[config.mk]
export PLATFORM = sky130hd
export DESIGN_NAME = exc_ret_status
export DESIGN_NICKNAME = d
export VERILOG_FILES = /design/src/rtl/erst_pkg.sv /design/src/rtl/erst_shift.sv /design/src/rtl/erst_flag_fix.sv /design/src/rtl/erst_sp_swap.sv /design/src/rtl/exc_ret_status.sv
export SDC_FILE = /design/constraint.sdc
export NUM_CORES = 1
export LEC_CHECK = 0
export BUFFER_PORTS_ARGS = -buffer_cell sky130_fd_sc_hd__buf_2
export CORE_MARGIN = 1.5
export CORE_UTILIZATION = 47
export CTS_CLUSTER_DIAMETER = 120
export DETAILED_ROUTE_END_ITERATION = 16
export PLACE_DENSITY = 0.85
export SLEW_MARGIN = 10
export SYNTH_ARGS = -nofsm -noshare
export SYNTH_HDL_FRONTEND = slang
export SYNTH_SLANG_ARGS = --single-unit
[constraint.sdc]
create_clock -name clk_i -period 1.7 [get_ports clk_i]
set_input_delay 0 -clock clk_i [delete_from_list [all_inputs] [get_ports clk_i]]
set_output_delay 0 -clock clk_i [all_outputs]
set_load 0.05 [all_outputs]
[src/rtl/erst_pkg.sv]
package erst_pkg;
  typedef enum logic [1:0] {
    CMD_NONE = 2'd0,
    CMD_RFE  = 2'd1,
    CMD_RFN  = 2'd2
  } erst_cmd_e;

  function automatic erst_cmd_e decode_cmd(input logic rfe, input logic rfn);
    // rfn wins over rfe
    if (rfn)      return CMD_RFN;
    else if (rfe) return CMD_RFE;
    else          return CMD_NONE;
  endfunction
endpackage

[src/rtl/erst_shift.sv]
module erst_shift #(
  parameter int W      = 32,
  parameter int KEEP_W = 2,
  parameter int GAP_W  = 2,
  parameter int SHIFT  = 10
) (
  input  logic [W-1:0] word_i,
  output logic [W-1:0] word_o
);
  localparam int LOW_W = W - KEEP_W - GAP_W;
  localparam logic [W-1:0] KEEP_MASK = {{KEEP_W{1'b1}}, {(W-KEEP_W){1'b0}}};
  localparam logic [W-1:0] LOW_MASK  = {{(KEEP_W+GAP_W){1'b0}}, {LOW_W{1'b1}}};

  always_comb begin
    word_o = (word_i & KEEP_MASK) | ((word_i & LOW_MASK) >> SHIFT);
  end
endmodule

[src/rtl/erst_flag_fix.sv]
module erst_flag_fix #(
  parameter int W     = 32,
  parameter int P_BIT = 7,
  parameter int M_BIT = 9
) (
  input  logic [W-1:0] shifted_i,
  input  logic         old_r_i,
  input  logic         is_rfn_i,
  output logic [W-1:0] word_o
);
  always_comb begin
    word_o = shifted_i;
    if (!old_r_i) word_o[P_BIT] = 1'b1;
    if (is_rfn_i) word_o[M_BIT] = 1'b1;
  end
endmodule

[src/rtl/erst_sp_swap.sv]
module erst_sp_swap #(
  parameter int W = 32
) (
  input  logic         clk_i,
  input  logic         rst_ni,
  input  logic         go_i,
  input  logic         user_i,
  input  logic [W-1:0] sp_i,
  input  logic [W-1:0] usp_i,
  output logic [W-1:0] sp_o,
  output logic [W-1:0] ksp_o,
  output logic         swap_o
);
  logic do_swap;
  assign do_swap = go_i & user_i;

  always_ff @(posedge clk_i or negedge rst_ni) begin
    if (!rst_ni) begin
      sp_o   <= '0;
      ksp_o  <= '0;
      swap_o <= 1'b0;
    end else begin
      swap_o <= do_swap;
      if (do_swap) begin
        ksp_o <= sp_i;
        sp_o  <= usp_i;
      end
    end
  end
endmodule

[src/rtl/exc_ret_status.sv]
module exc_ret_status #(
  parameter int W      = 32,
  parameter int KEEP_W = 2,
  parameter int GAP_W  = 2,
  parameter int SHIFT  = 10,
  parameter int U_BIT  = 6,
  parameter int P_BIT  = 7,
  parameter int R_BIT  = 8,
  parameter int M_BIT  = 9
) (
  input  logic         clk_i,
  input  logic         rst_ni,
  input  logic         rfe_i,
  input  logic         rfn_i,
  input  logic [W-1:0] ccs_i,
  input  logic [W-1:0] sp_i,
  input  logic [W-1:0] usp_i,
  output logic [W-1:0] ccs_o,
  output logic [W-1:0] sp_o,
  output logic [W-1:0] ksp_o,
  output logic         done_o,
  output logic         swap_o
);
  import erst_pkg::*;

  erst_cmd_e    cmd;
  logic         go;
  logic [W-1:0] shifted;
  logic [W-1:0] fixed;

  assign cmd = decode_cmd(rfe_i, rfn_i);
  assign go  = (cmd != CMD_NONE);

  erst_shift #(.W(W), .KEEP_W(KEEP_W), .GAP_W(GAP_W), .SHIFT(SHIFT)) u_shift (
    .word_i (ccs_i),
    .word_o (shifted)
  );

  erst_flag_fix #(.W(W), .P_BIT(P_BIT), .M_BIT(M_BIT)) u_fix (
    .shifted_i (shifted),
    .old_r_i   (ccs_i[R_BIT]),
    .is_rfn_i  (cmd == CMD_RFN),
    .word_o    (fixed)
  );

  erst_sp_swap #(.W(W)) u_swap (
    .clk_i  (clk_i),
    .rst_ni (rst_ni),
    .go_i   (go),
    .user_i (shifted[U_BIT]),
    .sp_i   (sp_i),
    .usp_i  (usp_i),
    .sp_o   (sp_o),
    .ksp_o  (ksp_o),
    .swap_o (swap_o)
  );

  always_ff @(posedge clk_i or negedge rst_ni) begin
    if (!rst_ni) begin
      ccs_o  <= '0;
      done_o <= 1'b0;
    end else begin
      done_o <= go;
      if (go) ccs_o <= fixed;
    end
  end
endmodule

==> flow_summary.yaml, run 1 <==
setup_path:
  slowest_stage: "dlygate4sd3_1"
  ff2ff_path_depth: 3
  arrival_ps: 1690
  r2r_slack_ps: 250
  critPathMaxStageDelay_ps: 520
  reg2reg_to: "ccs_o[9]"
  cp-end-kind: "flop"
  worstPathMaxFanout: 23
  critical_path.cell_chain: "dlygate4sd3_1 > buf_2 > o21a_4 > buf_4 > mux2_2"
  timing.rr.start: "ccs_o[9]"
  start_kind: "primary input"
  worst_ep_required_time_ps: 1930
  path_class: "in2reg"
  critPathCapture: "u_swap.ksp_o[30]"
  worstSetupStartpoint: "ccs_i[16]"
drt:
  wl_per_cell_um: 16.0
  vias_per_cell: 4.64
  drt-pass1-iter-count: 4
  vias: 2640
  drcViolationCount: 0
  antenna_left: 0
  drt_iter0_markers: 42
  drt-total-wl_um: 9110
floorplanning:
  die_y_um: 89.1
  core_area_um2: 7210
  die_w_um: 89.1
  num_rows: 31
  start_util_pct: 48.3
  dieArea_um2: 7940
  io_pins: 198
pwr:
  leakage_nw: 2.76
  vdd_drop_max_mv: 0.589
  p_clk_share_pct: 23.4
  seq_power_share_pct: 42.1
  switching_share_pct: 36.4
  finalPower_mw: 5.76
  p_comb_share_pct: 34.5
  power.internal_mw: 3.66
  p_per_area_nw_per_um2: 1050
  p_switching_mw: 2.10
placement:
  dpl.hpwl_um: 5520
  portBuffers: 174
  globalplace.congestion: 0.725
global_route:
  overflow: 0
  antenna_found_initial: 0
  grt_pass1_vias: 2862
  groute.usage.overall_pct: 22.5
  grt_pass1_wl_um: 13500
  grt_max_degree: 45
cts:
  cts.sinks: 86
  h-tree-depth: 3
  cts_tree: "done"
  clk_latency_ps: 330
  clk_path_buf_depth: 2
  cts-root-buf: "clkbuf_8"
  cts.clk_slew.worst_paths_ps: 90
  cts_setup_buffers: 0
  cts_buffers: 9
logic_synthesis:
  async_flop_share_pct: 100
  synth_area_um2: 3480
  synth_xor_area_share_pct: 0
  synth_top_area_share_pct: 61.8
  synth_top_cell_by_area: "dfrtp_1"
  synth_cells: 197
  synth_mux_area_share_pct: 31.8
  yosys-top-cells-count: "dfrtp_1, mux2_4, mux2_2, buf_4, buf_6"
  synth-simple-area-share_pct: 0.503
  yosys_register_bits: 86
  synthDistinctLibCells: 14
  synth-compound-area-share_pct: 0.646
  ys_seq_area_share_pct: 61.8
  synth_ff_type: "dfrtp_1"
  synth_edf_count: 0
  synth_top_family_by_area: "multiplexers"
  synth_area_leaders: "dfrtp_1, mux2_4, mux2_2, buf_4, buf_6"
  yosysMostFrequentCell: "dfrtp_1"
  yosysWarnings: 0
  synth.avg_cell_area_um2: 17.7
  synthAdderAreaFrac_pct: 0
layout:
  area_growth_pct: 57.5
  diodes: 0
  num-fill-cells: 461
  fin_nets: 565
  final_util_pct: 76.1
  drive_gt1_share_pct: 58.9
timing:
  tightest_slew_ps: 560
  worst_clock_skew_ps: 0
  setup-tns-final_ps: 0
  period_needed_ps: 1470
  grt_setup_unrepaired: "false"
  hold_viol_final: 0
  fmax_mhz: 681
  slew-limit-headroom_pct: 62.7
  slew_viol_final: 0
  period_share_pct: 86.3
  finalSetupViolations: 0
min_path:
  hold_class: "in2async"
run:
  cap_violations: 0
outcome:
  outcome: "finished, final reports clean"
==> registers in the layout, summed over array words and instances (netlist names) <==
name and cells:
done_o 1, u_swap.sp_o 32, ccs_o 20, u_swap.ksp_o 32, u_swap.swap_o 1
==> area by class of cell <==
type,count,area (um^2),share of cell area [%]
flip-flops and latches,86,2150,39.2
clock inverters,4,47.5,0.866
inverters,1,3.75,0.0684
well taps,99,124,2.26
repair buffers,267,1830,33.3
multi-input cells,100,1200,21.9
clock buffers,12,135,2.46
==> cell usage in the layout, fill, tap and decap left out, drive strengths merged <==
master,count
nor2b,1
bufinv,1
buf,180
inv,1
clkbuf,12
clkinvlp,1
or2,1
o21a,1
dfrtp,86
dlygate4sd3,87
a31oi,1
nor3,1
clkinv,2
conb,12
mux2,82
a211o,1
==> per-stage QoR <==
| step | hold slack (ps) | cell area (um^2) | setup slack [ps] | cells |
|---|---|---|---|---|
| 2_1_floorplan | -296 | 3530 | 585 | 208 |
| 3_3_place_gp | 22.7 | 4440 | 412 | 466 |
| 3_5_place_dp | 27.6 | 4440 | 375 | 466 |
| 4_1_cts | 214 | 5490 | 252 | 569 |
| 5_1_grt | 238 | 5490 | 197 | 569 |
| 6_report | 212 | 5490 | 232 | 569 |
==> power groups by stage <==
stage	logic (mW)	registers, mW	clock network (mW)
floorplan	0.490	3.32	0
global placement	1.79	2.44	0
detailed placement	1.82	2.45	0
CTS	1.98	2.42	1.39
global route	2.07	2.45	1.48
finish	1.99	2.42	1.34
==> critical path: cells and delay by family <==
family / cells / cell delay [ps]
compound gates: 1 / 420
buf+inv: 3 / 910
mux: 1 / 360
==> timing repair <==
item                      4_1_cts  5_1_grt
hold endpoints to repair      126        0
hold buffers                   87        0
gates resized for setup         0        0
==> metal layers <==
layer	global-route usage, %	routed length [um]	vias up
li1	-	-	1201
met1	23.8	3370	1321
met2	43.7	5140	105
met3	5.26	482	13
met4	7.27	120	0
met5	0	0	-
==> how the worst min path moves through the flow <==
stage | from | endpoint | slack [ps] | cells past startpoint
after floorplan | rst_ni | ccs_o[0] | -300 | 0
after global placement | rst_ni | u_swap.sp_o[7] | 20 | 1
after detailed placement | rst_ni | u_swap.sp_o[7] | 30 | 1
after CTS | rst_ni | u_swap.sp_o[21] | 210 | 2
after global routing | rst_ni | u_swap.sp_o[9] | 240 | 2
final | rst_ni | u_swap.sp_o[7] | 210 | 2
==> kinds of logic after synthesis <==
kind of cell,after synthesis
flip-flops,86
AO/OA/AOI/OAI,3
multiplexers,82
other,1
AND/OR/NAND/NOR,3
buffers and inverters,22
No activity file was read; power rests on OpenSTA's default activity.
==> run 2, diff against run 1 <==
--- a/config.mk
+++ b/config.mk
@@ -5,6 +5,7 @@
 export SDC_FILE = /design/constraint.sdc
 export NUM_CORES = 1
 export LEC_CHECK = 0
+export ABC_AREA = 1
 export BUFFER_PORTS_ARGS = -buffer_cell sky130_fd_sc_hd__buf_2
 export CORE_MARGIN = 1.5
 export CORE_UTILIZATION = 47
==> run 2 against run 1 <==
Effect of this change:
- the run now ends with negative hold slack left
- register-to-register slack gained 780 ps
- highest routed layer unchanged
- global-route usage is 4.5 points higher
- largest power group unchanged
- final area shrank 1.2%
==> flow_summary.yaml, run 2 <==
drt:
  antenna_left: 0
  vias: 3579
  drt-pass1-iter-count: 5
  wl_per_cell_um: 14.2
  vias_per_cell: 4.86
  drt_iter0_markers: 152
  drcViolationCount: 0
  drt-total-wl_um: 10400
floorplanning:
  start_util_pct: 48.0
  die_y_um: 88.6
  die_w_um: 88.6
  io_pins: 198
  core_area_um2: 7180
  num_rows: 31
  dieArea_um2: 7850
logic_synthesis:
  yosys-top-cells-count: "nand2_1, dfrtp_1, nand3_1, buf_4, buf_2"
  synth_cells: 381
  synth.avg_cell_area_um2: 9.04
  ys_seq_area_share_pct: 62.5
  synth_area_um2: 3440
  synth_ff_type: "dfrtp_1"
  synth_area_leaders: "dfrtp_1, nand2_1, nand3_1, buf_4, buf_2"
  synth_top_cell_by_area: "dfrtp_1"
  yosys_register_bits: 86
  synth_edf_count: 0
  yosysWarnings: 0
  synthDistinctLibCells: 13
  yosysMostFrequentCell: "nand2_1"
  async_flop_share_pct: 100
  synth_top_area_share_pct: 62.5
setup_path:
  cp_num_buf_inv: 3
  cp-end-kind: "flop"
  worst_ep_required_time_ps: 1920
  crit_top_cell: "dlygate4sd3_1"
  slowest_stage: "dlygate4sd3_1"
  path_class: "in2reg"
  start_kind: "primary input"
  cp_top_family: "buffers and inverters"
  arrival_ps: 1410
  worstPathMaxFanout: 1
  critical_path.cell_chain: "dlygate4sd3_1 > buf_2 > nor2_1 > dlygate4sd3_1 > o21ai_0"
  critPathMaxStageDelay_ps: 560
layout:
  top_regs: "u_swap.ksp_o x32, u_swap.sp_o x32, ccs_o x20"
  diodes: 0
  mostFrequentLayoutCell: "nand2_1"
  fin_nets: 733
  drive_gt1_share_pct: 31.0
  area_growth_pct: 57.5
  layout_common_cells: "nand2_1, buf_2, dfrtp_1, dlygate4sd3_1, nand3_1"
timing:
  setup-tns-final_ps: 0
  tightest_slew_ps: 554
  finalSetupViolations: 0
  period_needed_ps: 1190
  hold_viol_final: 1
  hold_slack_ps: -1.34
  fmax_mhz: 841
  grt_setup_unrepaired: "false"
  slew-limit-headroom_pct: 63.1
  slew_viol_final: 0
  worst_clock_skew_ps: 0
  period_share_pct: 69.9
pwr:
  p_comb_share_pct: 31.2
  p_clk_share_pct: 26.6
  p_per_area_nw_per_um2: 1040
  power.internal_mw: 3.54
  seq_power_share_pct: 42.2
  switching_share_pct: 37.3
  p_switching_mw: 2.11
  leakage_nw: 3.04
  vdd_drop_max_mv: 0.614
cts:
  cts.sinks: 86
  clk_path_buf_depth: 2
  cts.clk_slew.worst_paths_ps: 90
  clk_latency_ps: 340
  cts_setup_buffers: 0
  h-tree-depth: 3
  cts_buffers: 9
  cts_resized: 0
  cts_tree: "done"
  cts-root-buf: "clkbuf_8"
global_route:
  overflow: 0
  grt_max_degree: 83
  antenna_found_initial: 0
  groute.usage.overall_pct: 27.0
  grt_pass1_vias: 3577
  grt_pass1_wl_um: 16100
min_path:
  hold_class: "in2reg"
placement:
  portBuffers: 174
  dpl.hpwl_um: 5720
  globalplace.congestion: 0.748
outcome:
  violations: "negative hold slack"
  outcome: "finished, violations left"
run:
  cap_violations: 0
## run 2: cell types whose count changed in the layout (fill, tap and decap cells not counted), sizes merged, moves of 2 or more
cell | before | now
inv | 1 | 4
nand3 | 0 | 65
mux2 | 82 | 0
o21ai | 0 | 2
nor2 | 0 | 2
nand2 | 0 | 185
## run 2: final timing paths
path	startpoint	slack [ps]	endpoint	cells after the start
worst min register to register	u_swap.sp_o[0]	470	u_swap.sp_o[0]	2
worst min-delay path	rfn_i	-1	ccs_o[9]	3
max in group asynchronous	rst_ni	890	u_swap.sp_o[26]	3
worst max register to register	ccs_o[7]	1030	ccs_o[7]	2
min in group asynchronous	rst_ni	170	u_swap.ksp_o[17]	2
worst max-delay path	ccs_i[17]	510	ccs_o[7]	5
## run 2: worst reg2reg max path, cell delays in order (launching register included)
cell and delay [ps]:
dfrtp_1 400, nand2_1 60, o21ai_0 80
## run 2: layout make-up
type                       instances  area [um^2]
clock buffer                      12          165
clock inverter                     4         53.8
fill                             480         1750
inverter                           4         15.0
multi-input combinational        266         1100
sequential                        86         2150
tap                               99          124
timing repair buffer             266         1820
## run 2: logic make-up (layout without fill, tap and decap cells)
| family | Yosys count | count (layout) | share of synthesized area [%] |
|---|---|---|---|
| flops | 86 | 86 | 62.5 |
| compound gates | 2 | 2 | 0.290 |
| other cells | 1 | 12 | 0.109 |
| simple gates | 252 | 252 | 29.9 |
| buf+inv | 40 | 286 | 7.19 |
## run 2: per-layer routing
layer / track usage [%] / wire length (um)
met1: 29.1 / 3930
met2: 49.1 / 5480
met3: 6.34 / 659
met4: 14.5 / 386
met5: 0 / 0
## run 2: through the flow
stage	utilization [%]	worst slack [ps]	instance area [um^2]	power [mW]	instances
after floorplan	-	842	3480	3.57	392
after global placement	60.5	843	4340	3.96	635
after detailed placement	60.5	757	4340	4.00	635
after CTS	75.7	62.4	5430	5.65	738
after global routing	75.6	444	5420	5.89	737
final	75.6	511	5420	5.65	737
## run 2: power by group through the flow
stage | Clock, mW | Combinational, mW | Sequential, mW
2_1_floorplan | 0 | 0.363 | 3.20
3_3_place_gp | 0 | 1.56 | 2.40
3_5_place_dp | 0 | 1.59 | 2.41
4_1_cts | 1.53 | 1.75 | 2.37
5_1_grt | 1.61 | 1.88 | 2.40
6_report | 1.50 | 1.77 | 2.38
## run 2: repair_timing
| item | 4_1_cts | 5_1_grt |
|---|---|---|
| setup endpoints to repair | 0 | 1 |
| hold buffers | 87 | 0 |
| endpoints found under the hold margin | 125 | 0 |
==> run 3, diff against run 2 <==
--- a/config.mk
+++ b/config.mk
@@ -8,10 +8,10 @@
 export ABC_AREA = 1
 export BUFFER_PORTS_ARGS = -buffer_cell sky130_fd_sc_hd__buf_2
 export CORE_MARGIN = 1.5
-export CORE_UTILIZATION = 47
+export CORE_UTILIZATION = 44
 export CTS_CLUSTER_DIAMETER = 120
 export DETAILED_ROUTE_END_ITERATION = 16
-export PLACE_DENSITY = 0.85
+export PLACE_DENSITY = 0.8
 export SLEW_MARGIN = 10
 export SYNTH_ARGS = -nofsm -noshare
 export SYNTH_HDL_FRONTEND = slang
==> constraint.sdc (replaced) <==
create_clock -name clk_i -period 1.2 [get_ports clk_i]
set_input_delay 0 -clock clk_i [delete_from_list [all_inputs] [get_ports clk_i]]
set_output_delay 0 -clock clk_i [all_outputs]
set_load 0.05 [all_outputs]
==> run 3 against run 2 <==
Effect of this change:
- setup slack worse by 450 ps
- the flow still finishes with violations (negative hold slack)
- die area up 6.6%
- non-clock buffer count up 2
- sequential power up 42%
- global-route usage down 1.4 points
- sequential cell count unchanged
- count of clock-buffer cells in the layout unchanged
- highest routed layer unchanged
- final cell count up 0.54%
- final area up 0.65%
- critical path depth unchanged
- utilization down 4.2 points
- clock skew unchanged
==> flow_summary.yaml, run 3 (synthesized netlist as in run 2, its figures left out) <==
cts:
  cts_buffers: 9
  cts.clk_slew.worst_paths_ps: 80
  cts-root-buf: "clkbuf_8"
  cts.sinks: 86
  clk_path_buf_depth: 2
  cts_setup_buffers: 0
  h-tree-depth: 3
  clk_latency_ps: 330
  cts_tree: "done"
setup_path:
  cp.depth: 5
  timing.rr.start: "u_swap.sp_o[30]"
  worst_ep_required_time_ps: 1420
  worstPathMaxFanout: 1
  arrival_ps: 1350
  slowest_stage: "dlygate4sd3_1"
  cp_num_buf_inv: 3
  start_kind: "primary input"
  reg2reg_to: "u_swap.sp_o[30]"
  crit_top_cell: "dlygate4sd3_1"
  ff2ff_path_depth: 2
  critPathMaxStageDelay_ps: 560
  cp-end-kind: "flop"
  path_class: "in2reg"
  worstSetupStartpoint: "ccs_i[19]"
  critical_path.cell_chain: "dlygate4sd3_1 > buf_2 > nand2_1 > dlygate4sd3_1 > nand3_1"
  critPathCapture: "ccs_o[9]"
  r2r_slack_ps: 520
  cp_top_family: "buffers and inverters"
layout:
  mostFrequentLayoutCell: "nand2_1"
  area_growth_pct: 58.5
  diodes: 0
  top_regs: "u_swap.ksp_o x32, u_swap.sp_o x32, ccs_o x20"
  drive_gt1_share_pct: 31.0
  layout_common_cells: "nand2_1, buf_2, dfrtp_1, dlygate4sd3_1, nand3_1"
  fin_nets: 735
placement:
  dpl.hpwl_um: 5630
  portBuffers: 174
  globalplace.congestion: 0.766
floorplanning:
  num_rows: 32
  dieArea_um2: 8360
  die_y_um: 91.5
  core_area_um2: 7650
  die_w_um: 91.5
  start_util_pct: 45.0
  io_pins: 198
timing:
  hold_viol_final: 1
  grt_setup_unrepaired: "false"
  hold_slack_ps: -30.4
  worst_clock_skew_ps: 0
  slew_viol_final: 0
  finalSetupViolations: 0
  period_share_pct: 94.8
  fmax_mhz: 879
  period_needed_ps: 1140
  setup-tns-final_ps: 0
global_route:
  grt_pass1_wl_um: 16900
  overflow: 0
  antenna_found_initial: 0
  grt_max_degree: 87
  groute.usage.overall_pct: 25.6
  grt_pass1_vias: 3624
min_path:
  hold_start: "ccs_i[8]"
  hold_class: "in2reg"
drt:
  drcViolationCount: 0
  drt-total-wl_um: 10300
  wl_per_cell_um: 13.9
  drt-pass1-iter-count: 4
  drt_iter0_markers: 192
  vias_per_cell: 4.72
  antenna_left: 0
  vias: 3500
run:
  cap_violations: 0
pwr:
  leakage_nw: 3.06
  p_per_area_nw_per_um2: 1480
  vdd_drop_max_mv: 0.781
  finalPower_mw: 8.10
outcome:
  violations: "negative hold slack"
  outcome: "finished, violations left"
-- run 3: worst min path at each step --
| stage | slack, ps | cells past startpoint | end |
|---|---|---|---|
| after floorplan | -300 | 0 | ccs_o[0] |
| after global placement | 70 | 2 | u_swap.ksp_o[14] |
| after detailed placement | 70 | 2 | u_swap.ksp_o[21] |
| after CTS | 20 | 4 | ccs_o[9] |
| after global routing | 40 | 4 | ccs_o[9] |
| final | -30 | 4 | ccs_o[7] |
-- run 3: per-stage QoR --
step | setup slack, ps | hold slack (ps) | utilization [%] | instances | area [um^2]
after global routing | 33.6 | 39.9 | 71.4 | 741 | 5460
final | 62.6 | -30.4 | 71.4 | 741 | 5460
after floorplan | 342 | -296 | - | 392 | 3480
after CTS | 95.5 | 21.4 | 71.5 | 742 | 5470
after detailed placement | 358 | 70.6 | 57.2 | 640 | 4370
after global placement | 388 | 66.6 | 57.2 | 640 | 4370
-- run 3: final cells by class --
| cell class | count | area, um^2 |
|---|---|---|
| sequential | 86 | 2150 |
| tap | 102 | 128 |
| fill | 598 | 2190 |
| clock buffer | 12 | 155 |
| multi-input combinational | 266 | 1100 |
| inverter | 4 | 15.0 |
| timing repair buffer | 268 | 1840 |
| clock inverter | 3 | 67.6 |
-- run 3: routing by layer --
layer / GRT usage, % / vias to the layer above / part of all wire (%)
li1: - / 1673 / -
met1: 31.2 / 1651 / 40
met2: 44.2 / 151 / 52
met3: 5.86 / 25 / 5.8
met4: 9.77 / 0 / 2.2
met5: 0 / - / 0
-- run 3: where the power goes --
group	total, mW	leakage [nW]	switching, mW	internal [mW]
clock network	2.22	0.109	0.939	1.28
logic	2.51	1.91	1.82	0.686
registers	3.38	1.04	0.169	3.21
total	8.10	3.06	2.93	5.17
-- run 3: worst reg2reg max path, delay by kind of cell (launching register included) --
family / cells / cell delay (ps)
flops: 1 / 410
simple gates: 2 / 160
-- run 3: repair_timing --
action | 4_1_cts | 5_1_grt
resized for setup | 0 | 0
hold buffers | 87 | 0
setup endpoints to repair | 0 | 1
endpoints found under the hold margin | 169 | 0
